**config.mk**
```make
export PLATFORM = sky130hd
export DESIGN_NAME = canfd_ring_reader
export DESIGN_NICKNAME = d
export VERILOG_FILES = /design/src/rtl/canfd_ring_pkg.sv /design/src/rtl/canfd_hdr_decode.sv /design/src/rtl/canfd_ring_ptr.sv /design/src/rtl/canfd_word_wrap.sv /design/src/rtl/canfd_ring_reader.sv
export SDC_FILE = /design/constraint.sdc
export NUM_CORES = 1
export LEC_CHECK = 0
export BUFFER_PORTS_ARGS = -buffer_cell sky130_fd_sc_hd__buf_2
export CORE_AREA = 2 2 255 257
export DETAILED_ROUTE_END_ITERATION = 10
export DIE_AREA = 0 0 257 259
export SLEW_MARGIN = 40
export SYNTH_ARGS = -nofsm -noshare
export SYNTH_HDL_FRONTEND = slang
export SYNTH_HIERARCHICAL = 1
export SYNTH_SLANG_ARGS = --single-unit
```
**constraint.sdc**
```tcl
create_clock -name clk -period 5.8 [get_ports clk]
set_input_delay 0.58 -clock clk [delete_from_list [all_inputs] [get_ports clk]]
set_output_delay 0.58 -clock clk [all_outputs]
set_load 0.01 [all_outputs]
```
**src/rtl/canfd_ring_pkg.sv**
```systemverilog
package canfd_ring_pkg;

  typedef enum logic [2:0] {
    ST_IDLE,
    ST_HDR,
    ST_CHK,
    ST_DATA,
    ST_OUT
  } rd_state_e;

  typedef struct packed {
    logic        ext;
    logic        rtr;
    logic [29:0] id;
    logic [2:0]  fdopt;
    logic [6:0]  len;
    logic [2:0]  stat;
  } msg_hdr_t;

  // Byte count from the 4-bit length code; FD frames use the stepped table.
  function automatic logic [6:0] code_to_bytes(input logic [3:0] code, input logic fd);
    logic [6:0] n;
    if (!fd) begin
      n = (code > 4'd8) ? 7'd8 : {3'b000, code};
    end else if (code <= 4'd8) begin
      n = {3'b000, code};
    end else if (code <= 4'd12) begin
      n = 7'd12 + 7'({code - 4'd9, 2'b00});
    end else if (code == 4'd13) begin
      n = 7'd32;
    end else if (code == 4'd14) begin
      n = 7'd48;
    end else begin
      n = 7'd64;
    end
    return n;
  endfunction

endpackage

```
**src/rtl/canfd_hdr_decode.sv**
```systemverilog
module canfd_hdr_decode
  import canfd_ring_pkg::*;
(
  input  logic [31:0] hw0,
  input  logic [6:0]  hw1_ctl,
  input  logic [2:0]  hw1_stat,
  output msg_hdr_t    hdr,
  output logic [3:0]  nwords,
  output logic [2:0]  nslots
);
  logic [7:0] len_p7;

  always_comb begin
    hdr.ext   = hw0[31];
    hdr.rtr   = hw0[30];
    hdr.id    = hw0[31] ? hw0[29:0] : {18'd0, hw0[29:18]};
    hdr.fdopt = hw1_ctl[2:0];
    hdr.len   = code_to_bytes(hw1_ctl[6:3], hw1_ctl[0]);
    hdr.stat  = hw1_stat;
    len_p7    = {1'b0, hdr.len} + 8'd7;
    nwords    = len_p7[6:3];
    nslots    = 3'd1 + len_p7[6:4];
  end
endmodule

```
**src/rtl/canfd_ring_ptr.sv**
```systemverilog
module canfd_ring_ptr #(
  parameter int SLOT_W = 6
) (
  input  logic [SLOT_W-1:0] rd,
  input  logic [SLOT_W-1:0] wr,
  input  logic [SLOT_W:0]   size,
  input  logic [2:0]        step,
  output logic              empty,
  output logic [SLOT_W:0]   avail,
  output logic [SLOT_W-1:0] rd_next
);
  localparam int SUM_W = SLOT_W + 2;

  logic [SLOT_W:0] rd_x, wr_x;
  logic [SUM_W-1:0] sum, size_x;

  always_comb begin
    rd_x    = {1'b0, rd};
    wr_x    = {1'b0, wr};
    empty   = (rd == wr);
    avail   = (wr_x >= rd_x) ? (wr_x - rd_x) : (size - rd_x + wr_x);
    sum     = {2'b00, rd} + SUM_W'(step);
    size_x  = {1'b0, size};
    rd_next = (sum >= size_x) ? SLOT_W'(sum - size_x) : SLOT_W'(sum);
  end
endmodule

```
**src/rtl/canfd_word_wrap.sv**
```systemverilog
module canfd_word_wrap #(
  parameter int AW = 7
) (
  input  logic [AW-1:0] addr,
  input  logic [AW:0]   limit,
  output logic [AW-1:0] next
);
  logic [AW:0] inc;

  always_comb begin
    inc  = {1'b0, addr} + (AW+1)'(1);
    next = (inc == limit) ? '0 : inc[AW-1:0];
  end
endmodule

```
**src/rtl/canfd_ring_reader.sv**
```systemverilog
module canfd_ring_reader
  import canfd_ring_pkg::*;
#(
  parameter int SLOT_W = 6
) (
  input  logic                clk,
  input  logic                rst_n,
  input  logic [SLOT_W:0]     ring_slots,
  input  logic [SLOT_W-1:0]   wr_ptr,
  output logic [SLOT_W-1:0]   rd_ptr,
  output logic                mem_rd_en,
  output logic [SLOT_W:0]     mem_addr,
  input  logic [63:0]         mem_rdata,
  output logic                msg_valid,
  input  logic                msg_ready,
  output logic                msg_ext,
  output logic                msg_rtr,
  output logic [29:0]         msg_id,
  output logic [2:0]          msg_fdopt,
  output logic [6:0]          msg_len,
  output logic                msg_overrun,
  output logic                msg_busoff,
  output logic                msg_errpas,
  output logic [511:0]        msg_data
);
  localparam int AW        = SLOT_W + 1;
  localparam int MAX_WORDS = 8;
  localparam int WORD_W    = 64;
  localparam int WIDX_W    = $clog2(MAX_WORDS);

  rd_state_e state_q;
  msg_hdr_t  hdr_d, hdr_q;
  logic [3:0] nw_d, nw_q, wcnt_q;
  logic [2:0] ns_d, ns_q;
  logic [SLOT_W-1:0] rd_q, rd_next;
  logic [SLOT_W:0]   avail;
  logic              empty;
  logic [AW-1:0]     waddr_q, waddr_nx;
  logic              room_ok, more_words;
  logic [MAX_WORDS-1:0][WORD_W-1:0] data_q;

  canfd_hdr_decode u_dec (
    .hw0      (mem_rdata[63:32]),
    .hw1_ctl  (mem_rdata[31:25]),
    .hw1_stat (mem_rdata[2:0]),
    .hdr      (hdr_d),
    .nwords   (nw_d),
    .nslots   (ns_d)
  );

  canfd_ring_ptr #(.SLOT_W(SLOT_W)) u_ptr (
    .rd      (rd_q),
    .wr      (wr_ptr),
    .size    (ring_slots),
    .step    (ns_q),
    .empty   (empty),
    .avail   (avail),
    .rd_next (rd_next)
  );

  canfd_word_wrap #(.AW(AW)) u_wrap (
    .addr  (waddr_q),
    .limit ({ring_slots, 1'b0}),
    .next  (waddr_nx)
  );

  assign room_ok    = (AW'(ns_q) <= avail);
  assign more_words = ((wcnt_q + 4'd1) < nw_q);

  // Read-port requests: header in IDLE, first payload word in CHK, rest in DATA.
  always_comb begin
    mem_rd_en = 1'b0;
    mem_addr  = waddr_nx;
    unique case (state_q)
      ST_IDLE: begin
        mem_rd_en = !empty;
        mem_addr  = {rd_q, 1'b0};
      end
      ST_CHK:  mem_rd_en = room_ok && (nw_q != 4'd0);
      ST_DATA: mem_rd_en = more_words;
      default: mem_rd_en = 1'b0;
    endcase
  end

  always_ff @(posedge clk) begin
    if (!rst_n) begin
      state_q <= ST_IDLE;
      hdr_q   <= '0;
      nw_q    <= '0;
      ns_q    <= '0;
      wcnt_q  <= '0;
      rd_q    <= '0;
      waddr_q <= '0;
      data_q  <= '0;
    end else begin
      unique case (state_q)
        ST_IDLE: if (!empty) begin
          waddr_q <= {rd_q, 1'b0};
          state_q <= ST_HDR;
        end
        ST_HDR: begin
          hdr_q   <= hdr_d;
          nw_q    <= nw_d;
          ns_q    <= ns_d;
          data_q  <= '0;
          state_q <= ST_CHK;
        end
        ST_CHK: if (room_ok) begin
          if (nw_q == 4'd0) begin
            state_q <= ST_OUT;
          end else begin
            waddr_q <= waddr_nx;
            wcnt_q  <= '0;
            state_q <= ST_DATA;
          end
        end
        ST_DATA: begin
          data_q[wcnt_q[WIDX_W-1:0]] <= mem_rdata;
          if (more_words) begin
            waddr_q <= waddr_nx;
            wcnt_q  <= wcnt_q + 4'd1;
          end else begin
            state_q <= ST_OUT;
          end
        end
        ST_OUT: if (msg_ready) begin
          rd_q    <= rd_next;
          state_q <= ST_IDLE;
        end
        default: state_q <= ST_IDLE;
      endcase
    end
  end

  assign rd_ptr      = rd_q;
  assign msg_valid   = (state_q == ST_OUT);
  assign msg_ext     = hdr_q.ext;
  assign msg_rtr     = hdr_q.rtr;
  assign msg_id      = hdr_q.id;
  assign msg_fdopt   = hdr_q.fdopt;
  assign msg_len     = hdr_q.len;
  assign msg_overrun = hdr_q.stat[2];
  assign msg_busoff  = hdr_q.stat[1];
  assign msg_errpas  = hdr_q.stat[0];
  assign msg_data    = data_q;
endmodule

```
After elaboration in Yosys (flattened, before gate mapping) --
Index checks and enable logic that the tools add are counted. Widths: inputs -> output; s select.
Storage, ports and cells: register bits 584, output and inout port bits 572, word-level logic and storage cells 98
Operators by class: add/subtract/negate cells 11, $lt $le $gt $ge 9, equal/unequal tests 14, multiplexer cells 31, reductions and logical operators 13
Operator list (number):
- $pmux 512 s2 | 1
- $bwmux 512 | 1
- $demux 64 s3 | 1
- $mux 7 | 12
- $mux 64 | 1
- $mux 30 | 1
- $pmux 7 s3 | 1
- $mux 4 | 4
- $mux 3 | 5
- $pmux 3 s5 | 1
- $ne 2x2->1 const B | 5
- $add 7x1->8 const B | 1
- $eq 4x4->1 const B | 2
- $eq 8x8->1 | 1
- $le 4x4->1 const B | 2
- $pmux 4 s2 | 1
- $reduce_and 4->1 | 2
- $add 4x6->7 const A | 1
- $add 6x3->7 | 1
- $add 7x3->7 const B | 1
- $add 7x6->7 | 1
- $ge 7x7->1 | 1
- $le 3x7->1 | 1
- $sub 6x6->7 | 1
- other kinds (26) | 29

Depth between registers and ports, before layout --
word-level depth 8, depth in mapped cells 17, gate-level depth less buffers 16

Modules after synthesis --
The synthesis kept the hierarchy.
By module, submodules not included:
- canfd_ring_reader | instances 1, cells an instance 2723, area an instance 23438.7 um^2, seq. area each 11691.2 um^2
- canfd_ring_ptr | instances 1, cells an instance 160, area an instance 1263.7 um^2, seq. area each 0.0 um^2
- canfd_hdr_decode | instances 1, cells an instance 101, area an instance 750.7 um^2, seq. area each 0.0 um^2
- canfd_word_wrap | instances 1, cells an instance 44, area an instance 314.1 um^2, seq. area each 0.0 um^2

Worst setup path before layout --
OpenSTA, ideal clock, no wires.
path type input to output, start point input port wr_ptr[2], end point output port mem_rd_en, data arrival time 3221 ps, slack 1999 ps, cell stages on the path 14, buffers on the path 1, path through inv_1 > fa_1 > inv_1 > ha_1 > nor2b_1 > o31a_1 > or4_1 > o311ai_0 > mux2i_1 > nor4_1 > nand2_1 > o21ai_0 > nand3_1 > buf_2
On the way: word-level cells in the longest chain between the ends 5
Ends and longest elaborated chain:
- from (decl) | line canfd_ring_reader.sv:9 | input logic [SLOT_W-1:0] wr_ptr,
- $add 7x6->7 (tied with other cells) | line canfd_ring_ptr.sv:21 | avail = (wr_x >= rd_x) ? (wr_x - rd_x) : (size - rd_x + wr_x);
- $mux 7 * | line canfd_ring_ptr.sv:21
- named net avail[6] | line canfd_ring_reader.sv:36 | logic [SLOT_W:0] avail;
- $le 3x7->1 * | line canfd_ring_reader.sv:67 | assign room_ok = (AW'(ns_q) <= avail);
- $logic_and 1x1->1 * | line canfd_ring_reader.sv:79 | ST_CHK: mem_rd_en = room_ok && (nw_q != 4'd0);
- $pmux 1 s3 * | line canfd_ring_reader.sv:74 | unique case (state_q)
- to (decl) | line canfd_ring_reader.sv:11 | output logic mem_rd_en,
Mark *: on every way through the listed nets, which the timed path passes. The rest lies on a longest branch.

Worst setup path after layout --
start point register rd_q[2] (netlist: rd_ptr[2]), end point output port mem_rd_en
On the way: word-level cells in the longest chain between the ends 6
Ends and longest elaborated chain:
- from (decl) | line canfd_ring_reader.sv:35 | logic [SLOT_W-1:0] rd_q, rd_next;
- from (signal assigned) | line canfd_ring_reader.sv:127 | rd_q <= rd_next;
- $sub 7x6->7 | line canfd_ring_ptr.sv:21
- $add 7x6->7 | line canfd_ring_ptr.sv:21
- $mux 7 * | line canfd_ring_ptr.sv:21
- named net avail[6] | line canfd_ring_reader.sv:36
- $le 3x7->1 * | line canfd_ring_reader.sv:67
- $logic_and 1x1->1 * | line canfd_ring_reader.sv:79
- $pmux 1 s3 * | line canfd_ring_reader.sv:74
Marked as above.

==> run metrics <==
die width 257 um; DIE AREA approximately 67000 um^2; GPL Wtd Cong 0.858; Placed Cells incl. Taps 4240; Async S/R FF share, synth 0; mux share of post-synthesis cell area 0.0174; Syn Inst Count 3028; Leak 12.6 nW; hold_sp mem_rdata[7]; htree depth 3; nets@finish about 3.6k; site row count between 90 and 100; Max Cap Viol 0; io pins roughly 650; Root Buffer clkbuf_16; DRC viols 0; cells resized by post-CTS repair 0; total wire length 97600 um; buffers plus inverters on the worst setup path 3; hpwl dp 63400 um; TritonCTS clock tree done; CP Capture Type output pin; hold crit path type in -> reg; GRT Util Overall 0.278; net count after synthesis 3153; utilization after layout 0.486; RSZ-0062 raised after global routing false; Post-synth EDFFs 0; pin count of the biggest net entering global routing between 200 and 250; drt wl/cell about 22 um; core area between 60000 and 70000 um^2; family with the most delay on the worst path simple AND/OR/NAND/NOR gates; Post-CTS Hold Buffers 0; P per Cell Area around 300 nW/um^2; first-pass GRT wire length ~140000 um; Distinct cells, synth 73; Clock Tree Buf Depth 3; slowest cell delay on critical path roughly 0.55 ns; initial core utilization 0.403; critical path data arrival time 4.31 ns; Setup TNS 0 ns; max frequency just over 0.2 GHz; final hold violations 0; First DRT Iteration DRCs roughly 2.1k; Post-Synth Adder-Cell Area 0.0245; post-synthesis xor/xnor area fraction 0.0105; part of the cycle the worst path needs 0.843; critical path class reg -> out; required time of the critical path roughly 5.2 ns; FF/Latch Area about 12000 um^2; Fill cells 6314; initial antenna violation count 6; prevailing post-synth register cell dfxtp_1; Synth Area per Inst about 8.5 um^2; CTS sink cnt about 600; max_slew headroom 0.385; status finished clean; Die Y between 200 and 300 um; largest family of logic cells by synthesized area simple AND/OR/NAND/NOR gates; launching point of the worst reg2reg path rd_ptr[2]; post-route ant nets 0; Post-Synth Simple-Gate Area 0.226; clock insertion delay at the later pin of the skew report 0.61 ns; critical path cell sequence fa_1 -> inv_1 -> ha_1 -> nor2b_1 -> o31a_1 -> or4_1 -> o311ai_0 -> mux2i_1 -> nor4_1 -> nand2_1 -> o21ai_0 -> nand3_1 -> buf_4 -> buf_2; drt pass-1 iters 8; vias in the first global route ~21k; post-route minimum period 4.89 ns; Seq/Total Area, Yosys 0.454; global route overflow 0; Post-CTS Setup Bufs 0; Num CTS Buffers 67; Post-Syn Area about 26000 um^2; Vias per Instance between 5 and 6; crit path max-delay cell type fa_1; Port Buf Inserts roughly 650; clock slew seen by the registers of the worst setup and hold paths approximately 0.06 ns; max-slew violations 0; via count roughly 23k; layout overhead on the synthesized area 20.4%; layout cells sized above 1 0.238; final setup fails 0; Peak VDD IR between 0.2 and 0.25 mV; Tightest Pin Transition 0.923 ns; crit-path max FO 9; Final Non-Filler Cells roughly 4.4k; CP startpoint kind flip-flop; Synth Area in Compound Gates 0.192; crit path launch rd_ptr[2]; synthesis-stage register bit count just under 600; clk_skew between 0.02 and 0.025 ns; YS warnings 6; multi-input logic area about 12000 um^2
where the power goes:
group / switching (mW) / internal [mW] / total (mW)
logic: 0.785 / 0.322 / 1.11
clock network: 1.74 / 2.44 / 4.19
registers: 0.0435 / 4.07 / 4.11
per-layer routing:
metal,wire [um],vias up,GRT usage,part of all wire
met1,41200,11300,0.360,0.42
met5,13,-,0,0.00013
met2,44400,928,0.438,0.45
li1,-,11100,-,-
met4,3850,2,0.121,0.039
met3,8220,168,0.0717,0.084
layout by cell type, fill, tap and decap left out, drive strengths merged, types with 6 or more instances in the layout:
| cell type | instances |
|---|---|
| xnor2 | 17 |
| mux2i | 22 |
| nor2b | 20 |
| inv | 48 |
| nand2b | 13 |
| a31oi | 9 |
| nand2 | 647 |
| nor2 | 15 |
| clkinv | 13 |
| and2 | 22 |
| xor2 | 13 |
| a21o | 7 |
| o211ai | 12 |
| dfxtp | 584 |
| buf | 689 |
| clkbuf | 96 |
| o21ai | 18 |
| ha | 36 |
| o21a | 6 |
| mux2 | 20 |
| a21oi | 19 |
| a21boi | 565 |
| nand3 | 526 |
| fa | 9 |
| and3b | 6 |
synth_stat cells (5+ instances only):
master	number	area share
buf_2	146	0.028
o31a_1	5	0.0017
nor2_1	14	0.0020
o211ai_1	12	0.0035
inv_1	45	0.0066
nand3_1	524	0.10
xnor2_1	16	0.0054
clkbuf_1	93	0.014
buf_1	12	0.0017
o21ai_0	18	0.0035
and3b_1	6	0.0020
nand2_1	645	0.094
and2_1	22	0.0053
a21oi_1	16	0.0031
o21a_1	6	0.0017
a21o_1	7	0.0020
mux2i_1	22	0.0085
fa_1	9	0.0070
dfxtp_1	584	0.45
buf_6	15	0.0066
a21boi_1	208	0.061
ha_1	36	0.017
buf_4	65	0.019
xor2_1	13	0.0044
mux2_2	18	0.0079
nor2b_1	19	0.0046
a21boi_0	357	0.10
a31oi_1	9	0.0022
nand2b_1	13	0.0032
layout make-up:
cell class                 count  share of cell area
antenna                        3            0.000242
multi-input combinational   2068               0.393
clock inverter                20             0.00738
tap                          855              0.0345
sequential                   584               0.377
inverter                      45             0.00544
timing repair buffer         689               0.121
clock buffer                  96              0.0617
final timing paths:
kind / endpoint / slack, ns / depth (start not counted)
max: mem_rd_en / 0.91 / 14
min: msg_data[391] / 0.31 / 3
max reg2reg: state_q[0] / 1.97 / 14
min reg2reg: msg_fdopt[0] / 0.46 / 2
logic make-up after synthesis:
family / after synthesis
DFF: 584
adders and majority gates: 45
muxes: 42
and+or+nand+nor: 1285
xor gates and xnor gates: 30
buffers and inverters: 376
AOI/OAI and AO/OA: 665
other: 1
registers in the layout, indices dropped and copies added, names as in the netlist, 3 cells and up:
register,count
msg_fdopt,3
waddr_q,7
ns_q,3
state_q,3
msg_id,30
msg_len,7
msg_data,512
nw_q,4
wcnt_q,4
rd_ptr,6
per-stage QoR:
stage          hold slack [ns]  worst slack, ns  cell area (um^2)  power [mW]
2_1_floorplan            0.431             2.00             25800        4.95
3_3_place_gp             0.450             1.29             28600        5.27
3_5_place_dp             0.454             1.24             28900        5.28
4_1_cts                  0.282            0.894             31000        9.45
5_1_grt                  0.311            0.743             31000        9.71
6_report                 0.314            0.912             31000        9.41
worst min-delay path, stage by stage:
cell	delay [ns]
buf_2	0.17
nand2_1	0.07
a21boi_1	0.05
Note: power is estimated with default switching activity, not from simulation.
